$ cat src/rtl/hdlc_txseq_pkg.sv
package hdlc_txseq_pkg;

  typedef enum logic [2:0] {
    ST_POLL  = 3'd0,
    ST_SEND  = 3'd1,
    ST_DRAIN = 3'd2,
    ST_HALT  = 3'd3,
    ST_GHALT = 3'd4,
    ST_EHALT = 3'd5
  } seq_state_e;

  typedef enum logic [1:0] {
    OP_NONE    = 2'd0,
    OP_STOP    = 2'd1,
    OP_GRACE   = 2'd2,
    OP_RESTART = 2'd3
  } txcmd_e;

  typedef enum logic [1:0] {
    LN_ONES  = 2'd0,
    LN_FLAGS = 2'd1,
    LN_FRAME = 2'd2,
    LN_ABORT = 2'd3
  } line_e;

endpackage

$ cat src/rtl/hdlc_txseq_poll_timer.sv
module hdlc_txseq_poll_timer #(
  parameter int POLL_PERIOD = 64
) (
  input  logic clk,
  input  logic rst,
  input  logic run,
  input  logic on_demand,
  output logic poll
);
  localparam int CW = $clog2(POLL_PERIOD);
  localparam logic [CW-1:0] TOP = CW'(POLL_PERIOD - 1);

  logic [CW-1:0] cnt_q;

  assign poll = run && (on_demand || cnt_q == TOP);

  always_ff @(posedge clk) begin
    if (rst || !run || poll) cnt_q <= '0;
    else                     cnt_q <= cnt_q + 1'b1;
  end

  // the interval counter never passes its terminal value
  p_poll_range_r2: assert property (@(posedge clk) disable iff (rst)
    cnt_q <= TOP);

  // while running without a poll, the count moves forward by one
  p_poll_step_r2: assert property (@(posedge clk) disable iff (rst)
    (run && !poll) |=> (cnt_q != '0));
endmodule

$ cat src/rtl/hdlc_txseq_abort_cnt.sv
module hdlc_txseq_abort_cnt #(
  parameter int ABORT_BITS = 8
) (
  input  logic clk,
  input  logic rst,
  input  logic run,
  input  logic bit_tick,
  output logic due
);
  localparam int CW = $clog2(ABORT_BITS);
  localparam logic [CW-1:0] LAST = CW'(ABORT_BITS - 1);

  logic [CW-1:0] cnt_q;

  assign due = run && bit_tick && (cnt_q == LAST);

  always_ff @(posedge clk) begin
    if (rst || !run)   cnt_q <= '0;
    else if (bit_tick) cnt_q <= cnt_q + 1'b1;
  end

  // the drain never runs past the configured bit budget
  p_drain_bound_r6: assert property (@(posedge clk) disable iff (rst)
    cnt_q <= LAST);

  // the count only moves on a serial bit
  p_drain_tick_r6: assert property (@(posedge clk) disable iff (rst)
    (run && !bit_tick) |=> $stable(cnt_q));
endmodule

$ cat src/rtl/hdlc_txseq_ring.sv
module hdlc_txseq_ring #(
  parameter int RING = 8
) (
  input  logic                    clk,
  input  logic                    rst,
  input  logic                    adv,
  output logic [$clog2(RING)-1:0] ptr
);
  localparam int PW = $clog2(RING);
  localparam logic [PW-1:0] LAST = PW'(RING - 1);

  logic [PW-1:0] ptr_q;

  always_ff @(posedge clk) begin
    if (rst)      ptr_q <= '0;
    else if (adv) ptr_q <= (ptr_q == LAST) ? '0 : ptr_q + 1'b1;
  end

  assign ptr = ptr_q;

  // the pointer stays inside the ring
  p_ptr_range_r4: assert property (@(posedge clk) disable iff (rst)
    ptr_q <= LAST);
endmodule

$ cat src/rtl/hdlc_tx_cmd_seq.sv
module hdlc_tx_cmd_seq
  import hdlc_txseq_pkg::*;
#(
  parameter int RING        = 8,
  parameter int POLL_PERIOD = 64,
  parameter int ABORT_BITS  = 8
) (
  input  logic                    clk,
  input  logic                    rst,
  input  logic                    chan_en,
  input  logic                    on_demand,
  input  logic                    cfg_idle_flags,
  input  logic [1:0]              cmd_op,
  input  logic                    desc_ready,
  input  logic                    frame_done,
  input  logic                    bit_tick,
  input  logic                    tx_error,
  input  logic                    gs_clr,
  output logic [$clog2(RING)-1:0] desc_ptr,
  output logic                    frame_start,
  output logic                    fifo_flush,
  output logic                    abort_req,
  output logic                    gs_event,
  output logic [1:0]              line_mode
);

  seq_state_e state_q, state_d;
  txcmd_e     op;
  logic       gs_pend_q, gs_pend_d;
  logic       poll, abort_due, adv;
  logic       start_d, abort_d, gs_set;
  line_e      line_d;

  assign op = txcmd_e'(cmd_op);

  hdlc_txseq_poll_timer #(.POLL_PERIOD(POLL_PERIOD)) u_poll (
    .clk       (clk),
    .rst       (rst),
    .run       (state_q == ST_POLL && chan_en),
    .on_demand (on_demand),
    .poll      (poll)
  );

  hdlc_txseq_abort_cnt #(.ABORT_BITS(ABORT_BITS)) u_drain (
    .clk      (clk),
    .rst      (rst),
    .run      (state_q == ST_DRAIN),
    .bit_tick (bit_tick),
    .due      (abort_due)
  );

  hdlc_txseq_ring #(.RING(RING)) u_ring (
    .clk (clk),
    .rst (rst),
    .adv (adv),
    .ptr (desc_ptr)
  );

  always_comb begin
    state_d   = state_q;
    gs_pend_d = gs_pend_q;
    start_d   = 1'b0;
    abort_d   = 1'b0;
    adv       = 1'b0;
    gs_set    = 1'b0;
    unique case (state_q)
      ST_POLL: begin
        if (op == OP_STOP) begin
          state_d = ST_HALT;
        end else if (op == OP_GRACE) begin
          state_d = ST_GHALT;
          gs_set  = 1'b1;
        end else if (poll && desc_ready) begin
          state_d   = ST_SEND;
          start_d   = 1'b1;
          gs_pend_d = 1'b0;
        end
      end
      ST_SEND: begin
        if (frame_done) begin
          adv = 1'b1;
          if (op == OP_STOP) begin
            state_d = ST_HALT;
          end else if (gs_pend_q || op == OP_GRACE) begin
            state_d = ST_GHALT;
            gs_set  = 1'b1;
          end else begin
            state_d = ST_POLL;
          end
        end else if (tx_error) begin
          state_d = ST_EHALT;
        end else if (op == OP_STOP) begin
          state_d = ST_DRAIN;
        end else if (op == OP_GRACE) begin
          gs_pend_d = 1'b1;
        end
      end
      ST_DRAIN: begin
        if (abort_due) begin
          state_d = ST_HALT;
          abort_d = 1'b1;
        end
      end
      ST_HALT, ST_GHALT, ST_EHALT: begin
        if (op == OP_RESTART) state_d = ST_POLL;
      end
      default: state_d = ST_POLL;
    endcase
  end

  always_comb begin
    if (abort_d)                                    line_d = LN_ABORT;
    else if (state_d == ST_SEND || state_d == ST_DRAIN) line_d = LN_FRAME;
    else if (cfg_idle_flags)                        line_d = LN_FLAGS;
    else                                            line_d = LN_ONES;
  end

  always_ff @(posedge clk) begin
    if (rst) begin
      state_q     <= ST_POLL;
      gs_pend_q   <= 1'b0;
      frame_start <= 1'b0;
      fifo_flush  <= 1'b0;
      abort_req   <= 1'b0;
      gs_event    <= 1'b0;
      line_mode   <= LN_ONES;
    end else begin
      state_q     <= state_d;
      gs_pend_q   <= gs_pend_d;
      frame_start <= start_d;
      fifo_flush  <= abort_d;
      abort_req   <= abort_d;
      line_mode   <= line_d;
      if (gs_set)      gs_event <= 1'b1;
      else if (gs_clr) gs_event <= 1'b0;
    end
  end

  // an abort request always comes with a flush and the abort line code
  p_abort_flush_r6: assert property (@(posedge clk) disable iff (rst)
    abort_req |-> (fifo_flush && line_mode == LN_ABORT));

  // the pointer never moves while a frame is being drained
  p_drain_hold_r6: assert property (@(posedge clk) disable iff (rst)
    (state_q == ST_DRAIN) |=> $stable(desc_ptr));

  // the graceful event holds until cleared
  p_gs_sticky_r13: assert property (@(posedge clk) disable iff (rst)
    (gs_event && !gs_clr) |=> gs_event);

  // a frame only starts on a ready descriptor
  p_start_ready_r2: assert property (@(posedge clk) disable iff (rst)
    frame_start |-> $past(desc_ready));

  // a halted channel starts nothing without a restart
  p_halt_quiet_r11: assert property (@(posedge clk) disable iff (rst)
    (state_q == ST_HALT && op != OP_RESTART) |=> !frame_start);

  // start and abort strobes never coincide
  p_strobe_excl_r6: assert property (@(posedge clk) disable iff (rst)
    $onehot0({frame_start, abort_req}));
endmodule

$ cat config.mk
export PLATFORM = sky130hd
export DESIGN_NAME = hdlc_tx_cmd_seq
export DESIGN_NICKNAME = d
export VERILOG_FILES = /design/src/rtl/hdlc_txseq_pkg.sv /design/src/rtl/hdlc_txseq_poll_timer.sv /design/src/rtl/hdlc_txseq_abort_cnt.sv /design/src/rtl/hdlc_txseq_ring.sv /design/src/rtl/hdlc_tx_cmd_seq.sv
export SDC_FILE = /design/constraint.sdc
export NUM_CORES = 1
export LEC_CHECK = 0
export BUFFER_PORTS_ARGS = -buffer_cell sky130_fd_sc_hd__buf_2
export CAP_MARGIN = 0
export CORE_MARGIN = 8
export CORE_UTILIZATION = 48
export DETAILED_ROUTE_END_ITERATION = 8
export GPL_TIMING_DRIVEN = 0
export PLACE_DENSITY = 0.73
export SLEW_MARGIN = 30
export SYNTH_ARGS = -nofsm -noshare
export SYNTH_HDL_FRONTEND = slang
export SYNTH_SLANG_ARGS = --single-unit
$ cat constraint.sdc
create_clock -name clk -period 1.7 [get_ports clk]
set_clock_uncertainty 0.05 [all_clocks]
set_input_delay 0.17 -clock clk [delete_from_list [all_inputs] [get_ports clk]]
set_output_delay 0.17 -clock clk [all_outputs]
set_load 0.02 [all_outputs]
# Word-level counts from Yosys, hierarchy flattened
# Cells that the tools add are included.
[op_classes]
n_addsub = 3
muxes = 36
n_eq_ne = 20
bitwise = 1
n_reduce_logical = 19
[ops]
columns = ["operator", "count"]
rows = [
  ["$mux 3", 11],
  ["$mux 1", 20],
  ["$eq 3x3->1 const B", 4],
  ["$ne 2x2->1 const B", 6],
  ["$pmux 3 s4", 1],
  ["$eq 3x2->1 const B", 3],
  ["$reduce_and 8->1", 1],
  ["$add 3x1->3 const B", 2],
  ["$add 6x1->6 const B", 1],
  ["$eq 3x1->1 const B", 2],
  ["$eq 6x6->1 const B", 1],
  ["$logic_or 1x1->1", 6],
  ["$logic_and 1x1->1", 5],
  ["$eq 2x2->1 const B", 2],
  ["$mux 2", 2],
  ["$pmux 1 s2", 2],
  ["$reduce_bool 2->1", 2],
  ["$reduce_or 4->1", 1],
  ["$logic_not 3->1", 1],
  ["$reduce_or 3->1", 1],
  ["$eq 2x1->1 const B", 1],
  ["$logic_not 1->1", 2],
  ["$ne 2x1->1 const B", 1],
  ["$not 1->1", 1],
]
[totals]
out_inout_bits = 9
ff_bits = 21
wordCells = 88

# Logic depth before layout (Yosys ltp)
[depth]
depth_word = 12
mapped_depth = 8
depth_no_buf = 7

# Modules after synthesis
# A second synthesis with hierarchy kept.
[unflattened]
cells_unflattened = 127
area_unflattened_um2 = 1177.4
[by_module_without_submodules]
columns = ["mod", "instances", "seq_area_each_um2", "cells_each", "area_each_um2"]
rows = [
  ["hdlc_tx_cmd_seq", 1, 180.2, 73, 625.6],
  ["hdlc_txseq_poll_timer", 1, 120.1, 28, 271.5],
  ["hdlc_txseq_ring", 1, 60.1, 13, 141.4],
  ["hdlc_txseq_abort_cnt", 1, 60.1, 13, 138.9],
]

# Worst setup path after synthesis
# Ideal clock, no wire load.
[synth_timing]
path_kind = "register to register"
startpoint = "register u_drain.cnt_q[0]"
endpoint = "register line_mode[1]"
n_path_buf = 0
period_less_slack_ns = 1.746
stages_incl_launch_ff = 8
arrival_ns = 1.577
slack_ns = -0.046
setup_time_ns = 0.120
cell_sequence = "dfxtp_1 > ha_1 > ha_1 > nand2_1 > o2bb2ai_1 > a311o_1 > or2_0 > a211o_1"
[synth_via]
elab_chain_len = 8
elab_cells_between_ends = 11
cone_classes = "eq/ne (3); mux (6); reduce/logical (2)"
[synth_rtl]
columns = ["element", "line", "source"]
rows = [
  ["start: declaration", "hdlc_txseq_abort_cnt.sv:13", "logic [CW-1:0] cnt_q;"],
  ["start signal: assignment", "hdlc_txseq_abort_cnt.sv:19", "else if (bit_tick) cnt_q <= cnt_q + 1'b1;"],
  ["$eq 3x3->1 *", "hdlc_txseq_abort_cnt.sv:15", "assign due = run && bit_tick && (cnt_q == LAST);"],
  ["$logic_and 1x1->1 *", "hdlc_txseq_abort_cnt.sv:15", ""],
  ["$mux 3", "hdlc_tx_cmd_seq.sv:99", "if (abort_due) begin"],
  ["$pmux 3 s4", "hdlc_tx_cmd_seq.sv:66", "unique case (state_q)"],
  ["$eq 3x1->1 or $eq 3x2->1 (tied branches)", "hdlc_tx_cmd_seq.sv:113", "else if (state_d == ST_SEND || state_d == ST_DRAIN) line_d = LN_FRAME;"],
  ["$logic_or 1x1->1", "hdlc_tx_cmd_seq.sv:113", ""],
  ["$mux 2", "hdlc_tx_cmd_seq.sv:113", ""],
  ["$mux 2 *", "hdlc_tx_cmd_seq.sv:112", "if (abort_d) line_d = LN_ABORT;"],
  ["end signal: assignment", "hdlc_tx_cmd_seq.sv:133", "line_mode <= line_d;"],
  ["end: declaration", "hdlc_tx_cmd_seq.sv:24", "output logic [1:0] line_mode"],
]
# Every way passes the cells marked *; elsewhere a longest branch is shown, timed or not.
# A chain may end at the register's enable or synchronous reset.

# Final worst setup path
[layout_timing]
startpoint = "register state_q[0]"
endpoint = "register line_mode[1]"
[layout_via]
elab_chain_len = 12
elab_cells_between_ends = 28
cone_classes = "eq/ne (7); mux (13); reduce/logical (8)"
[layout_rtl]
columns = ["element", "line", "source"]
rows = [
  ["start: declaration", "hdlc_tx_cmd_seq.sv:27", "seq_state_e state_q, state_d;"],
  ["start signal: assignment", "hdlc_tx_cmd_seq.sv:128", "state_q <= state_d;"],
  ["$logic_not 3->1", "hdlc_tx_cmd_seq.sv:39, hdlc_tx_cmd_seq.sv:66", ""],
  ["$logic_and 1x1->1", "hdlc_tx_cmd_seq.sv:39", ".run (state_q == ST_POLL && chan_en),"],
  ["$logic_and 1x1->1", "hdlc_txseq_poll_timer.sv:15", "assign poll = run && (on_demand || cnt_q == TOP);"],
  ["$logic_and 1x1->1", "hdlc_tx_cmd_seq.sv:73", "end else if (poll && desc_ready) begin"],
  ["$mux 3", "hdlc_tx_cmd_seq.sv:73", ""],
  ["$mux 3", "hdlc_tx_cmd_seq.sv:70", "end else if (op == OP_GRACE) begin"],
  ["$mux 3", "hdlc_tx_cmd_seq.sv:68", "if (op == OP_STOP) begin"],
  ["$pmux 3 s4", "hdlc_tx_cmd_seq.sv:66", ""],
  ["$eq 3x1->1 or $eq 3x2->1 (tied branches)", "hdlc_tx_cmd_seq.sv:113", ""],
  ["$logic_or 1x1->1", "hdlc_tx_cmd_seq.sv:113", ""],
  ["$mux 2", "hdlc_tx_cmd_seq.sv:113", ""],
  ["$mux 2 *", "hdlc_tx_cmd_seq.sv:112", ""],
]
# Marked as above.

==> results.txt <==
hpwl dp: 1790 um
period utilization: 1.03
pwr dens: 704 mW/mm^2
max_cap viols: 0
leakage: 0.647 nW
drt via density: 5.52
core footprint: 0.00221 mm^2
slew of the pin with the lowest slew margin: 0.456 ns
FF+latch area: 427 um^2
die area: 0.00417 mm^2
Finished Layout Cells: 184
critical path type: reg2reg
Vias: 1015
Slew Viols, Final: 0
placed inst area: 0.00130 mm^2
Switching Fraction: 0.287
post-route cell area: 0.00144 mm^2
clock latency on the worst-skew pair: 0.30 ns
number of synthesized flops with an enable pin: 0
largest net degree at the start of global routing: 12
Pint: 0.000725 W
final antenna-violating net count: 0
slew margin rel.: 0.696
Clock Tree Buf Depth: 2
share of cells above drive strength 1: 0.359
FILL cells: 194
final hold slack: 0.139 ns
I/O Pins: 21
Post-Synth Simple-Gate Area: 0.285
Final WS setup: -0.0498 ns
Final setup violation count: 2
Total Wirelength: 2490 um
starting density of the core: 0.511
P&R area growth vs syn: 27.5%
most common cell after layout, fill and taps aside: nor2_1
Tot GR Track Use: 0.125
slowest cell on the critical path: dfxtp_2
Clock Power Share: 0.233
FF+latch count, synth: 21
Psw: 0.000291 W
largest family of logic cells by synthesized area: simple AND/OR/NAND/NOR gates
first-pass GRT wire length: 4350 um
final total power: 0.00102 W
Max Clock Freq: 0.571 GHz
Worst-path clk slew: 0.11 ns
failing checks: negative setup slack
RSZ-0062 raised after global routing: true
number of instances in the placed design: 172
mux share of post-synthesis cell area: 0.0531
worst path required time: 1.85 ns
area of the multi-input gates: 726 um^2
Final Hold Viols: 0
Crit path largest cell delay: 0.37 ns
Core Rows: 17
CTS tree: yes
Mapped Nets: 144
crit-path cells: clkbuf_4 -> nand3b_1 -> a21oi_2 -> a311o_1 -> or2_0 -> a211o_1
vias in the first global route: 1033
Max Fanout on Critical Path: 10
HP Class: in2reg
prevailing post-synth register cell: dfxtp_1
Unique masters post-synth: 41
IO buf count: 20
Hold-fix buffers, CTS: 0
xor/xnor cell area share of the yosys netlist: 0.0387
synthesized area: 0.00113 mm^2
die width: 64.5 um
die height: 64.5 um
startpoint types: register
Seq/Total Area, Yosys: 0.372
Flop pwr share: 0.519
wire per inst: 13.5 um
clock period minus worst slack: 1.75 ns
Compound-Gate Fraction of Synth Area: 0.107
1st-pass router iterations: 6
routability congestion estimate: 0.826
Synth Instances: 124
endpoint type of the worst setup path: register
Inserted Clock Buffers: 3
share of total power in combinational logic: 0.248
Worst IR Drop VDD: 0.000610 V
CTS H-Tree Depth: 1
adder-cell share of the synthesized area: 0.0885
post-route DRC violation count: 0
Ys Warns: 0
TritonCTS Sinks: 21
n_diodes: 0
ys async rst share: 0
commonest non-fill, non-tap cells in the layout: nor2_1, buf_2, dfxtp_1
average size of a mapped cell: 9.12 um^2
initial antenna violation count: 0
violation count after the first detailed-route iteration: 41
gr ovfl total: 0
Arr. time, crit path: 1.90 ns
CTS root buffer: clkbuf_4
Layout Nets: 177
outcome: finished with violations
-- Yosys cell counts (2+ instances only) --
| master | number | share of area |
|---|---|---|
| inv_1 | 5 | 0.017 |
| and3b_1 | 3 | 0.023 |
| dfxtp_1 | 21 | 0.37 |
| a21oi_1 | 3 | 0.013 |
| nor2b_1 | 2 | 0.011 |
| ha_1 | 8 | 0.088 |
| nand3_1 | 4 | 0.018 |
| xor2_1 | 2 | 0.015 |
| nor4_1 | 2 | 0.011 |
| and3_1 | 3 | 0.017 |
| nor2_1 | 25 | 0.083 |
| buf_2 | 2 | 0.0088 |
| a311o_1 | 2 | 0.018 |
| or3b_1 | 2 | 0.015 |
| nand3b_1 | 2 | 0.013 |
| buf_6 | 2 | 0.020 |
| nand2_1 | 4 | 0.013 |
| mux2i_1 | 6 | 0.053 |
| xnor2_1 | 3 | 0.023 |
| nor3_1 | 2 | 0.0088 |
-- kinds of logic (layout without fill, tap and decap cells) --
group           count (synthesis)  in the layout
flops                          21             21
fa+ha+maj                       8              8
xor+xnor                        5              5
simple gates                   58             58
buf+inv                        11             43
mux                             6              6
compound gates                 15             15
-- routing by layer --
layer  track usage  share of wire  up-vias  routed length (um)
met1         0.147           0.45      483                1120
li1              -              -      499                   -
met2         0.214           0.48       28                1200
met5             0              0        -                   0
met3        0.0292          0.052        5                 129
met4        0.0518          0.016        0                  39
-- final cells by class --
class,instances,area share
timing repair buffer,28,0.114
inverter,5,0.0130
sequential,21,0.296
multi-input combinational,92,0.503
tap,28,0.0243
buffer,6,0.0321
clock buffer,4,0.0182
-- metrics by stage --
step           utilization  TNS (ns)  worst slack (ns)
2_1_floorplan            -   -0.0400           -0.0400
3_3_place_gp         0.586    -0.430            -0.206
3_5_place_dp         0.586    -0.504            -0.231
4_1_cts              0.644   -0.0258           -0.0258
5_1_grt              0.652    -0.168           -0.0965
6_report             0.652   -0.0702           -0.0498
-- registers in the layout (all words and copies together), names as in the netlist --
signal and cells:
u_ring.ptr 3, abort_req 1, frame_start 1, u_poll.cnt_q 6, state_q 3, line_mode 2, gs_event 1, u_drain.cnt_q 3
gs_pend_q 1
-- power groups by stage --
stage          Sequential (W)  Clock [W]  Combinational, W
2_1_floorplan        0.000546          0          0.000134
3_3_place_gp         0.000534          0          0.000199
3_5_place_dp         0.000536          0          0.000204
4_1_cts              0.000527   0.000241          0.000243
5_1_grt              0.000530   0.000257          0.000274
6_report             0.000527   0.000237          0.000252
-- worst max-delay path: cells and delay by family (launching register included) --
family	cells	cell delay (ns)
AO/OA/AOI/OAI	3	0.68
flip-flops	1	0.37
AND/OR/NAND/NOR	2	0.36
buffers and inverters	1	0.19
-- path summary, 6_finish.rpt --
path / end / depth (start not counted) / from / slack [ns]
max: line_mode[1] / 6 / state_q[0] / -0.05
min: gs_event / 4 / gs_clr / 0.14
max reg2reg: line_mode[1] / 6 / state_q[0] / -0.05
min reg2reg: u_poll.cnt_q[0] / 1 / u_poll.cnt_q[0] / 0.42
-- what timing repair did --
action                     4_1_cts  5_1_grt
pin swaps                       11        2
resized for setup               12        4
setup buffers                    8        0
setup endpoints to repair        2        2
Note: power is estimated with default switching activity, not from simulation.
